**src/rtl/srst_pkg.sv**
```systemverilog
package srst_pkg;
  // Strobes the control half hands to the datapath half each cycle.
  typedef struct packed {
    logic rdLoad;   // a read is being accepted this cycle
    logic rdCfg;    // the read targets the configuration word
    logic rdRst;    // the read targets the reset control word
    logic pending;  // current value of the request flag
  } ctrlStrobes_t;
endpackage

```
**src/rtl/srst_ctrl.sv**
```systemverilog
module srst_ctrl
  import srst_pkg::*;
#(
  parameter int ADDR_W  = 4,
  parameter int CFG_OFF = 0,
  parameter int RST_OFF = 1
) (
  input  logic              clk,
  input  logic              rstN,
  input  logic              regValid,
  input  logic              regWrite,
  input  logic [ADDR_W-1:0] regOffset,
  input  logic              wBit0,
  input  logic              rxDmaIdle,
  input  logic              txDmaIdle,
  output ctrlStrobes_t      strobes,
  output logic              coreReset
);
  localparam logic [ADDR_W-1:0] CfgSel = CFG_OFF[ADDR_W-1:0];
  localparam logic [ADDR_W-1:0] RstSel = RST_OFF[ADDR_W-1:0];

  logic pendingQ;
  logic readReq, hitRst, hitCfg, setReq, applyNow;

  always_comb begin
    hitRst   = (regOffset == RstSel);
    hitCfg   = (regOffset == CfgSel);
    readReq  = regValid && !regWrite;
    setReq   = regValid && regWrite && hitRst && wBit0;
    applyNow = pendingQ && rxDmaIdle && txDmaIdle;
  end

  // Request flag and reset pulse; applying wins over a coincident write.
  always_ff @(posedge clk or negedge rstN) begin
    if (!rstN) begin
      pendingQ  <= 1'b0;
      coreReset <= 1'b0;
    end else begin
      coreReset <= applyNow;
      if (applyNow)    pendingQ <= 1'b0;
      else if (setReq) pendingQ <= 1'b1;
    end
  end

  always_comb begin
    strobes.rdLoad  = readReq;
    strobes.rdCfg   = readReq && hitCfg;
    strobes.rdRst   = readReq && hitRst;
    strobes.pending = pendingQ;
  end
endmodule

```
**src/rtl/srst_datapath.sv**
```systemverilog
module srst_datapath
  import srst_pkg::*;
#(
  parameter int          FIELD_W   = 8,
  parameter logic [7:0]  TX_DEPTH  = 8'h18,
  parameter logic [7:0]  RX_DEPTH  = 8'h44,
  parameter logic [7:0]  ADDR_TYPE = 8'h02,
  parameter logic [7:0]  CFG_VALUE = 8'h03,
  localparam int         DATA_W    = 4 * FIELD_W
) (
  input  logic              clk,
  input  logic              rstN,
  input  ctrlStrobes_t      strobes,
  output logic [DATA_W-1:0] regRdata
);
  localparam int NumFields = 4;
  logic [FIELD_W-1:0] fieldVal [NumFields];
  logic [DATA_W-1:0]  cfgWord;
  logic [DATA_W-1:0]  rdNext;

  assign fieldVal[0] = FIELD_W'(CFG_VALUE);
  assign fieldVal[1] = FIELD_W'(ADDR_TYPE);
  assign fieldVal[2] = FIELD_W'(RX_DEPTH);
  assign fieldVal[3] = FIELD_W'(TX_DEPTH);

  // Pack the fields, lowest index in the least significant byte lane.
  for (genvar g = 0; g < NumFields; g++) begin : gPack
    assign cfgWord[g*FIELD_W +: FIELD_W] = fieldVal[g];
  end

  always_comb begin
    rdNext = '0;
    if (strobes.rdCfg)      rdNext = cfgWord;
    else if (strobes.rdRst) rdNext = {{(DATA_W-1){1'b0}}, strobes.pending};
  end

  always_ff @(posedge clk or negedge rstN) begin
    if (!rstN)               regRdata <= '0;
    else if (strobes.rdLoad) regRdata <= rdNext;
  end
endmodule

```
**src/rtl/mac_soft_reset_ctrl.sv**
```systemverilog
module mac_soft_reset_ctrl
  import srst_pkg::*;
#(
  parameter int         ADDR_W    = 4,
  parameter int         FIELD_W   = 8,
  parameter int         CFG_OFF   = 0,
  parameter int         RST_OFF   = 1,
  parameter logic [7:0] TX_DEPTH  = 8'h18,
  parameter logic [7:0] RX_DEPTH  = 8'h44,
  parameter logic [7:0] ADDR_TYPE = 8'h02,
  parameter logic [7:0] CFG_VALUE = 8'h03,
  localparam int        DATA_W    = 4 * FIELD_W
) (
  input  logic              clk,
  input  logic              rstN,
  input  logic              regValid,
  input  logic              regWrite,
  input  logic [ADDR_W-1:0] regOffset,
  input  logic [DATA_W-1:0] regWdata,
  output logic [DATA_W-1:0] regRdata,
  input  logic              rxDmaIdle,
  input  logic              txDmaIdle,
  output logic              coreReset
);
  ctrlStrobes_t strobes;
  logic         pendingBit;

  assign pendingBit = strobes.pending;

  srst_ctrl #(
    .ADDR_W (ADDR_W),
    .CFG_OFF(CFG_OFF),
    .RST_OFF(RST_OFF)
  ) u_ctrl (
    .clk      (clk),
    .rstN     (rstN),
    .regValid (regValid),
    .regWrite (regWrite),
    .regOffset(regOffset),
    .wBit0    (regWdata[0]),
    .rxDmaIdle(rxDmaIdle),
    .txDmaIdle(txDmaIdle),
    .strobes  (strobes),
    .coreReset(coreReset)
  );

  srst_datapath #(
    .FIELD_W  (FIELD_W),
    .TX_DEPTH (TX_DEPTH),
    .RX_DEPTH (RX_DEPTH),
    .ADDR_TYPE(ADDR_TYPE),
    .CFG_VALUE(CFG_VALUE)
  ) u_dp (
    .clk     (clk),
    .rstN    (rstN),
    .strobes (strobes),
    .regRdata(regRdata)
  );
endmodule

```
**config.mk**
```make
export PLATFORM = sky130hd
export DESIGN_NAME = mac_soft_reset_ctrl
export DESIGN_NICKNAME = d
export VERILOG_FILES = /design/src/rtl/srst_pkg.sv /design/src/rtl/srst_ctrl.sv /design/src/rtl/srst_datapath.sv /design/src/rtl/mac_soft_reset_ctrl.sv
export SDC_FILE = /design/constraint.sdc
export NUM_CORES = 1
export LEC_CHECK = 0
export ABC_AREA = 1
export BUFFER_PORTS_ARGS = -buffer_cell sky130_fd_sc_hd__clkbuf_2
export CORE_MARGIN = 3
export CORE_UTILIZATION = 29
export CTS_BUF_LIST = sky130_fd_sc_hd__clkbuf_16
export CTS_CLUSTER_DIAMETER = 80
export DETAILED_ROUTE_END_ITERATION = 7
export HOLD_SLACK_MARGIN = 0.15
export PLACE_DENSITY_LB_ADDON = 0.2
export SYNTH_ARGS = -nofsm -noshare
export SYNTH_HDL_FRONTEND = slang
export SYNTH_HIERARCHICAL = 1
export SYNTH_SLANG_ARGS = --single-unit
```
**constraint.sdc**
```tcl
create_clock -name clk -period 1.1 [get_ports clk]
set_input_delay 0.055 -clock clk [delete_from_list [all_inputs] [get_ports clk]]
set_output_delay 0.055 -clock clk [all_outputs]
set_load 0.01 [all_outputs]
```
Word level (Yosys, flattened, before mapping):

Cells that the tools add are included.

* multiply operators: 0
* reduce and logical (&&, ||, !) cells: 11
* $lt $le $gt $ge: 0
* shifts and indexed selects: 0
* divide/modulo/power cells: 0
* add/sub/neg operators: 0
* bitwise gates (word level): 0
* muxes and demuxes: 4
* equality and inequality tests: 1

Operators by type and width (number)
* $mux 29: 1
* $logic_and 1x1->1: 8
* $eq 4x1->1 const B: 1
* $logic_not 4->1: 1
* $mux 1: 3
* $reduce_bool 2->1: 1
* $logic_not 1->1: 1

* bits in latches: 0
* memories: 0
* bits in writable memories: 0
* register bits: 34
* memory bits (read-only): 0
* bits of input ports: 42

Depth between registers and ports, before layout:

Gate-level depths: netlist of the first run.

* word-level depth: 5
* depth in mapped cells: 7
* mapped depth without buffers: 6

Hierarchy:

The synthesis of the first run kept the hierarchy.

By module, submodules not included
* srst_datapath: instances 1, cells an instance 40, area each 307.8 µm²
* srst_ctrl: instances 1, cells an instance 21, area each 142.6 µm²

Least setup slack after synthesis of the first run:

Ideal clock, no wire load.

* path kind: input to register
* start: in regValid
* end: reg u_dp.regRdata[0]
* required time: 976 ps
* path buffers: 1
* data arrival time: 593 ps
* slack: 383 ps
* cell stages on the path: 7
* cell sequence: inv_1 -> or2_4 -> inv_1 -> buf_4 -> inv_1 -> nand2_1 -> nand3_1

* cells in the longest elaborated chain, start to end: 4
* elaborated cells on any way between the ends: 5

RTL lines
* start, declared: line mac_soft_reset_ctrl.sv:16 `input logic regValid,`
* $logic_and 1x1->1 *: line srst_ctrl.sv:28 `readReq = regValid && !regWrite;`
* via u_ctrl.readReq: line srst_ctrl.sv:23 `logic readReq, hitRst, hitCfg, setReq, applyNow;`
* $logic_and 1x1->1: line srst_ctrl.sv:48 `strobes.rdRst = readReq && hitRst;`
* $mux 1: line srst_datapath.sv:34 `else if (strobes.rdRst) rdNext = {{(DATA_W-1){1'b0}}, strobes.pending};`
* $mux 29: line srst_datapath.sv:33 `if (strobes.rdCfg) rdNext = cfgWord;`
* end signal, assigned: line srst_datapath.sv:39 `else if (strobes.rdLoad) regRdata <= rdNext;`
* end, declared: line srst_datapath.sv:14 `output logic [DATA_W-1:0] regRdata`

The timed path passes the listed nets; every way through them passes the cells marked *.
A chain may end at the register's enable or synchronous reset.

==> flow_summary.ini, run 1 <==
[outcome]
status = complete, no violations

[sta]
setup_viol = 0
rsz0062_at_grt = no
holdWs_ns = 0.1465
fmax_ghz = 1.013
tns_ns = 0
hold_viol = 0
layout_min_cycle_time_ns = 0.9872
fin_crit_sh_pct = 89.74
skew_ns = 0.002628
slew_violations = 0

[route]
postRouteAntennaNets = 0
wl_per_cell_um = 7.809
drtPass1Iterations = 2
drc = 0
routed_wl_um = 734
drtIter0Drc = 2
dr_total_vias = 321
drt-vias-per-instance = 3.415

[setup_path]
crit_end = u_dp/regRdata[0]
cp_data_arrival_time_ns = 1.14
startpoint_type = input pin
path_class = in2reg
crit_fanout = 3
cp.required_ns = 1.25
r2r-start = u_ctrl/pendingQ
reg2reg_slack_ns = 0.40
reg2reg_depth = 3
rr_endpoint = u_ctrl/pendingQ
cp-end-kind = flip-flop
crit_start = regOffset[3]

[final_layout]
fill_cells = 148
area_delta_synth_final_pct = 19.72
multi_input_area_sq_um = 186.4
regArea_sq_um = 100.1
fin_nets = 123
diodes = 0
layout-drive-gt1-share_pct = 29.11

[clock_tree]
cts_sinks = 4
post-cts-setup-buffer-count = 0
worstSkewPairLatency_ns = 0.22
cts_buffers = 3
cts.clk_slew.worst_paths_ns = 0.03
htreeDepth = 1
clock_path_buffers = 2
clockRootBuffer = clkbuf_16
cts_tree = yes

[yosys]
ys_types = 11
ys_seq_elements = 4
syn_area_per_cell_sq_um = 7.384
yosys_warnings = 6
ys_seq_area_share_pct = 22.22
synth.cell_area_sq_um = 450.4
postSynthCellCount = 61

[pwr]
peakVddDrop_v = 0.0004818
leakage_nw = 0.3335
powerDensity_mw_per_mm2 = 1603

[global_routing]
antenna_found_initial = 0
grt_max_degree = 8
grt_overflow_total = 0
grt_pass1_wl_um = 1028
grt_pass1_vias = 275
grt_usage_pct = 7.686

[floorplanning]
rows = 13
die-area_sq_mm = 0.002062
start_util_pct = 32.58
coreArea_sq_mm = 0.001383
pin_count = 75
dieWidth_um = 45.41
die_height_um = 45.41

[place]
io_buffers = 18
detailed_place_hpwl_um = 593.1
gp_congestion = 0.6350

[worst_hold_path]
min_path_type = in2reg

[job]
cap_violations = 0
critical path: stages:
cell and delay [ns]:
dlygate4sd3_1 0.53, clkbuf_2 0.12, nor2_4 0.11, nand3b_1 0.09, nor2_1 0.09, nand2_1 0.07
nand3_1 0.08
cells in the mapped netlist (all sizes together):
| master | instances | area, sq um |
|---|---|---|
| conb | 1 | 3.750 |
| dfrtp | 4 | 100.1 |
| nand3 | 3 | 15.01 |
| nand3b | 1 | 7.510 |
| a21oi | 1 | 5.000 |
| nand2 | 7 | 26.28 |
| nor2 | 6 | 25.03 |
| or2 | 1 | 8.760 |
| buf | 32 | 240.2 |
| inv | 5 | 18.77 |
routing by layer:
layer	wire length (um)	global-route usage, %	share of wire [%]	vias up
met1	233	6.459	32	130
met5	0	0	0	-
met2	417	12.81	57	27
met3	83	2.767	11	0
met4	0	8.772	0	0
li1	-	-	-	164
stage by stage:
step | std cells | total power [mW] | area (sq um) | setup WS (ns) | util (%)
finish | 94 | 0.8644 | 539.3 | 0.1128 | 39.00
global route | 94 | 0.9058 | 539.3 | 0.0006052 | 39.00
CTS | 94 | 0.8729 | 534.3 | 0.08580 | 38.64
detailed placement | 86 | 0.2821 | 409.1 | 0.2991 | 29.59
global placement | 86 | 0.2804 | 409.1 | 0.3272 | 29.59
floorplan | 85 | 0.3377 | 540.5 | 0.3830 | -
what timing repair did:
action,in CTS,in global routing
hold buffers,5,0
endpoints found under the hold margin,6,0
setup endpoints to repair,0,2
resized for setup,0,1
how the worst min path moves through the flow:
stage / start / endpoint / cells past startpoint
2_1_floorplan: rstN / u_ctrl/coreReset / 0
3_3_place_gp: rstN / u_dp/regRdata[27] / 1
3_5_place_dp: rstN / u_dp/regRdata[0] / 1
4_1_cts: regOffset[1] / u_ctrl/pendingQ / 4
5_1_grt: regOffset[1] / u_ctrl/pendingQ / 4
6_report: regOffset[1] / u_ctrl/pendingQ / 4
cells by family (layout without fill, tap and decap cells):
family	after synthesis	count (layout)	synth area share, %
flip-flops	4	4	22.22
other	1	25	0.8325
buffers and inverters	37	31	57.50
AO/OA/AOI/OAI	1	1	1.110
AND/OR/NAND/NOR	18	18	18.34
layout make-up:
type	instances	share of cell area [%]
well taps	15	3.480
multi-input cells	44	34.57
clock buffers	3	13.92
inverters	5	3.480
repair buffers	23	25.99
flip-flops and latches	4	18.56
report_power, final:
group	total [mW]	internal [mW]	switching, mW	leakage [nW]
registers	0.176	0.166	0.00990	0.0549
clock network	0.565	0.464	0.101	0.0370
logic	0.123	0.0450	0.0781	0.242
total	0.864	0.676	0.189	0.334
sequential cells by signal, indices dropped and copies added (netlist names):
signal,cells
u_dp/regRdata,2
u_ctrl/coreReset,1
u_ctrl/pendingQ,1
layout by cell type, fill, tap and decap left out, drive strengths merged:
cell type	count
or2	1
nor2	6
clkbuf	21
inv	5
a21oi	1
nand2	7
nand3	3
conb	25
dlygate4sd3	5
nand3b	1
dfrtp	4
Note: power is estimated with default switching activity, not from simulation.
==> run 2, diff against run 1 <==
--- a/config.mk
+++ b/config.mk
@@ -5,12 +5,11 @@
 export SDC_FILE = /design/constraint.sdc
 export NUM_CORES = 1
 export LEC_CHECK = 0
-export ABC_AREA = 1
 export BUFFER_PORTS_ARGS = -buffer_cell sky130_fd_sc_hd__clkbuf_2
-export CORE_MARGIN = 3
-export CORE_UTILIZATION = 29
+export CORE_MARGIN = 8
+export CORE_UTILIZATION = 28
 export CTS_BUF_LIST = sky130_fd_sc_hd__clkbuf_16
-export CTS_CLUSTER_DIAMETER = 80
+export CTS_CLUSTER_DIAMETER = 60
 export DETAILED_ROUTE_END_ITERATION = 7
 export HOLD_SLACK_MARGIN = 0.15
 export PLACE_DENSITY_LB_ADDON = 0.2
==> run 2 against run 1 <==
Global-route usage is 2.3 points lower; clock skew is 0.0026 ns lower; combinational power is 12% lower; register-to-register slack worse by 0.12 ns; total power is 4.4% lower; critical path depth is 2 lower; non-clock buffer count is 1 higher; synthesized cell count is 16% lower; worst hold slack better by 0.0032 ns; maximum frequency is 8.5% lower; critical path type unchanged; largest power group unchanged; highest routed layer is now met4.
==> flow_summary.ini, run 2 <==
[yosys]
yosys_warnings = 6
ys_types = 14
yosys.area.top_type_share_pct = 55.17
synthTopCellsByArea = buf_4 (55%), dfrtp_1 (23%), mux2_4 (3.4%)
synth.largest_area_cell = buf_4
synth_common_cells = buf_4 (32), dfrtp_1 (4), nor2_1 (3)
postSynthCellCount = 51
ys_seq_area_share_pct = 22.99
synth_edf_count = 0
async_reset_ff_share_pct = 100.0
ys_seq_elements = 4
syn_area_per_cell_sq_um = 8.538
synth.cell_area_sq_um = 435.4
ys.flop_type = dfrtp_1
yosysMostFrequentCell = buf_4

[route]
drt-vias-per-instance = 3.488
drc = 0
postRouteAntennaNets = 0
wl_per_cell_um = 10.44
dr_total_vias = 300
routed_wl_um = 898
drtPass1Iterations = 1
drtIter0Drc = 0

[sta]
fin_crit_sh_pct = 98.13
layout_min_cycle_time_ns = 1.079
skew_ns = 0.00003812
slew_violations = 0
hold_viol = 0
tns_ns = 0
setup_viol = 0
fmax_ghz = 0.9264
rsz0062_at_grt = no

[final_layout]
fin_nets = 114
diodes = 0
top_regs = u_dp/regRdata: 2 flops, u_ctrl/coreReset: 1 flops, u_ctrl/pendingQ: 1 flops
layout-drive-gt1-share_pct = 32.86
final_common_cell = conb_1
area_delta_synth_final_pct = 21.84
largest_register_ff_count = 2
stdcell_count = 86
regMostFlops = u_dp/regRdata
final_cell_mix = conb_1 (25), clkbuf_2 (18), dlygate4sd3_1 (6)

[setup_path]
cp-end-kind = flip-flop
cp.required_ns = 1.20
path_class = in2reg
crit_fanout = 3
startpoint_type = input pin
cp_data_arrival_time_ns = 1.18

[clock_tree]
cts_buffers = 3
cts.clk_slew.worst_paths_ns = 0.03
htreeDepth = 1
cts_tree = yes
worstSkewPairLatency_ns = 0.22
post-cts-setup-buffer-count = 0
cts_sinks = 4
clockRootBuffer = clkbuf_16
clock_path_buffers = 2

[floorplanning]
coreArea_sq_mm = 0.001489
pin_count = 75
dieWidth_um = 55.44
start_util_pct = 29.24
die-area_sq_mm = 0.003073
die_height_um = 55.44
rows = 14

[place]
dp_cells = 77
gp_congestion = 0.6270
io_buffers = 18
detailed_place_hpwl_um = 716.6

[global_routing]
antenna_found_initial = 0
grt_usage_pct = 5.387
grt_max_degree = 8
grt_pass1_wl_um = 1366
grt_overflow_total = 0
grt_pass1_vias = 324

[outcome]
status = complete, no violations

[job]
cap_violations = 0

[pwr]
leakage_nw = 0.3104
powerDensity_mw_per_mm2 = 1558
peakVddDrop_v = 0.0005185

[worst_hold_path]
min_path_type = in2reg
[run 2: cell count changes after synthesis, moves of 2 or more]
cell     previous run  this run
nor2_1              5         3
inv_1               5         1
nand2_1             7         1
nand3_1             3         0
[run 2: layer usage]
metal / vias up / wire, um / track usage [%]
li1: 146 / - / -
met1: 127 / 339 / 5.325
met2: 25 / 460 / 8.173
met3: 2 / 83 / 2.283
met4: 0 / 14 / 5.282
met5: - / 0 / 0
[run 2: power by group]
group          internal, mW  switching (mW)  total [mW]
clock network         0.464          0.0958       0.560
registers             0.154         0.00414       0.159
logic                0.0399          0.0686       0.108
[run 2: final timing paths]
check	endpoint	cells after the start	start	slack [ns]
setup / recovery	u_dp/regRdata[27]	5	regValid	0.02
hold / removal	u_ctrl/pendingQ	3	regOffset[1]	0.15
setup reg to reg	u_dp/regRdata[27]	1	u_dp/regRdata[27]	0.28
hold reg to reg	u_dp/regRdata[0]	2	u_dp/regRdata[0]	0.52
max in group asynchronous	u_ctrl/coreReset	2	rstN	0.81
min in group asynchronous	u_dp/regRdata[27]	2	rstN	0.17
[run 2: final cells by class]
cell class	count	area, sq um
clock buffers	3	75.07
multi-input cells	38	181.4
flip-flops and latches	4	100.1
repair buffers	24	150.1
inverters	1	3.754
fillers	151	958.4
well taps	16	20.02
[run 2: what timing repair did]
action	in CTS	in global routing
endpoints found under the hold margin	6	0
hold buffers	6	0
gates resized for setup	0	1
endpoints found under the setup margin	0	1
[run 2: per-stage QoR]
step	hold slack, ns	cell area (sq um)	worst slack, ns	power [mW]	utilization [%]
after global placement	-0.1328	395.4	0.02352	0.2474	26.55
after floorplan	-0.2406	525.5	0.1625	0.2889	-
after global routing	0.1840	530.5	0.004141	0.8684	35.63
after CTS	0.1490	530.5	0.02950	0.8322	35.63
after detailed placement	-0.1326	395.4	0.008357	0.2474	26.55
final	0.1497	530.5	0.02060	0.8265	35.63
[run 2: kinds of logic (layout without fill, tap and decap cells)]
group	after synthesis	count (layout)	share of synthesized area [%]
DFF	4	4	22.99
and+or+nand+nor	9	9	12.36
AOI/OAI and AO/OA	3	3	4.311
buffers and inverters	33	28	56.03
muxes	1	1	3.447
other	1	25	0.8612
[run 2: worst max-delay path, cell delays in order]
cell and delay, ns:
dlygate4sd3_1 0.54, clkbuf_2 0.12, nand2b_1 0.12, inv_2 0.06
mux2_4 0.29
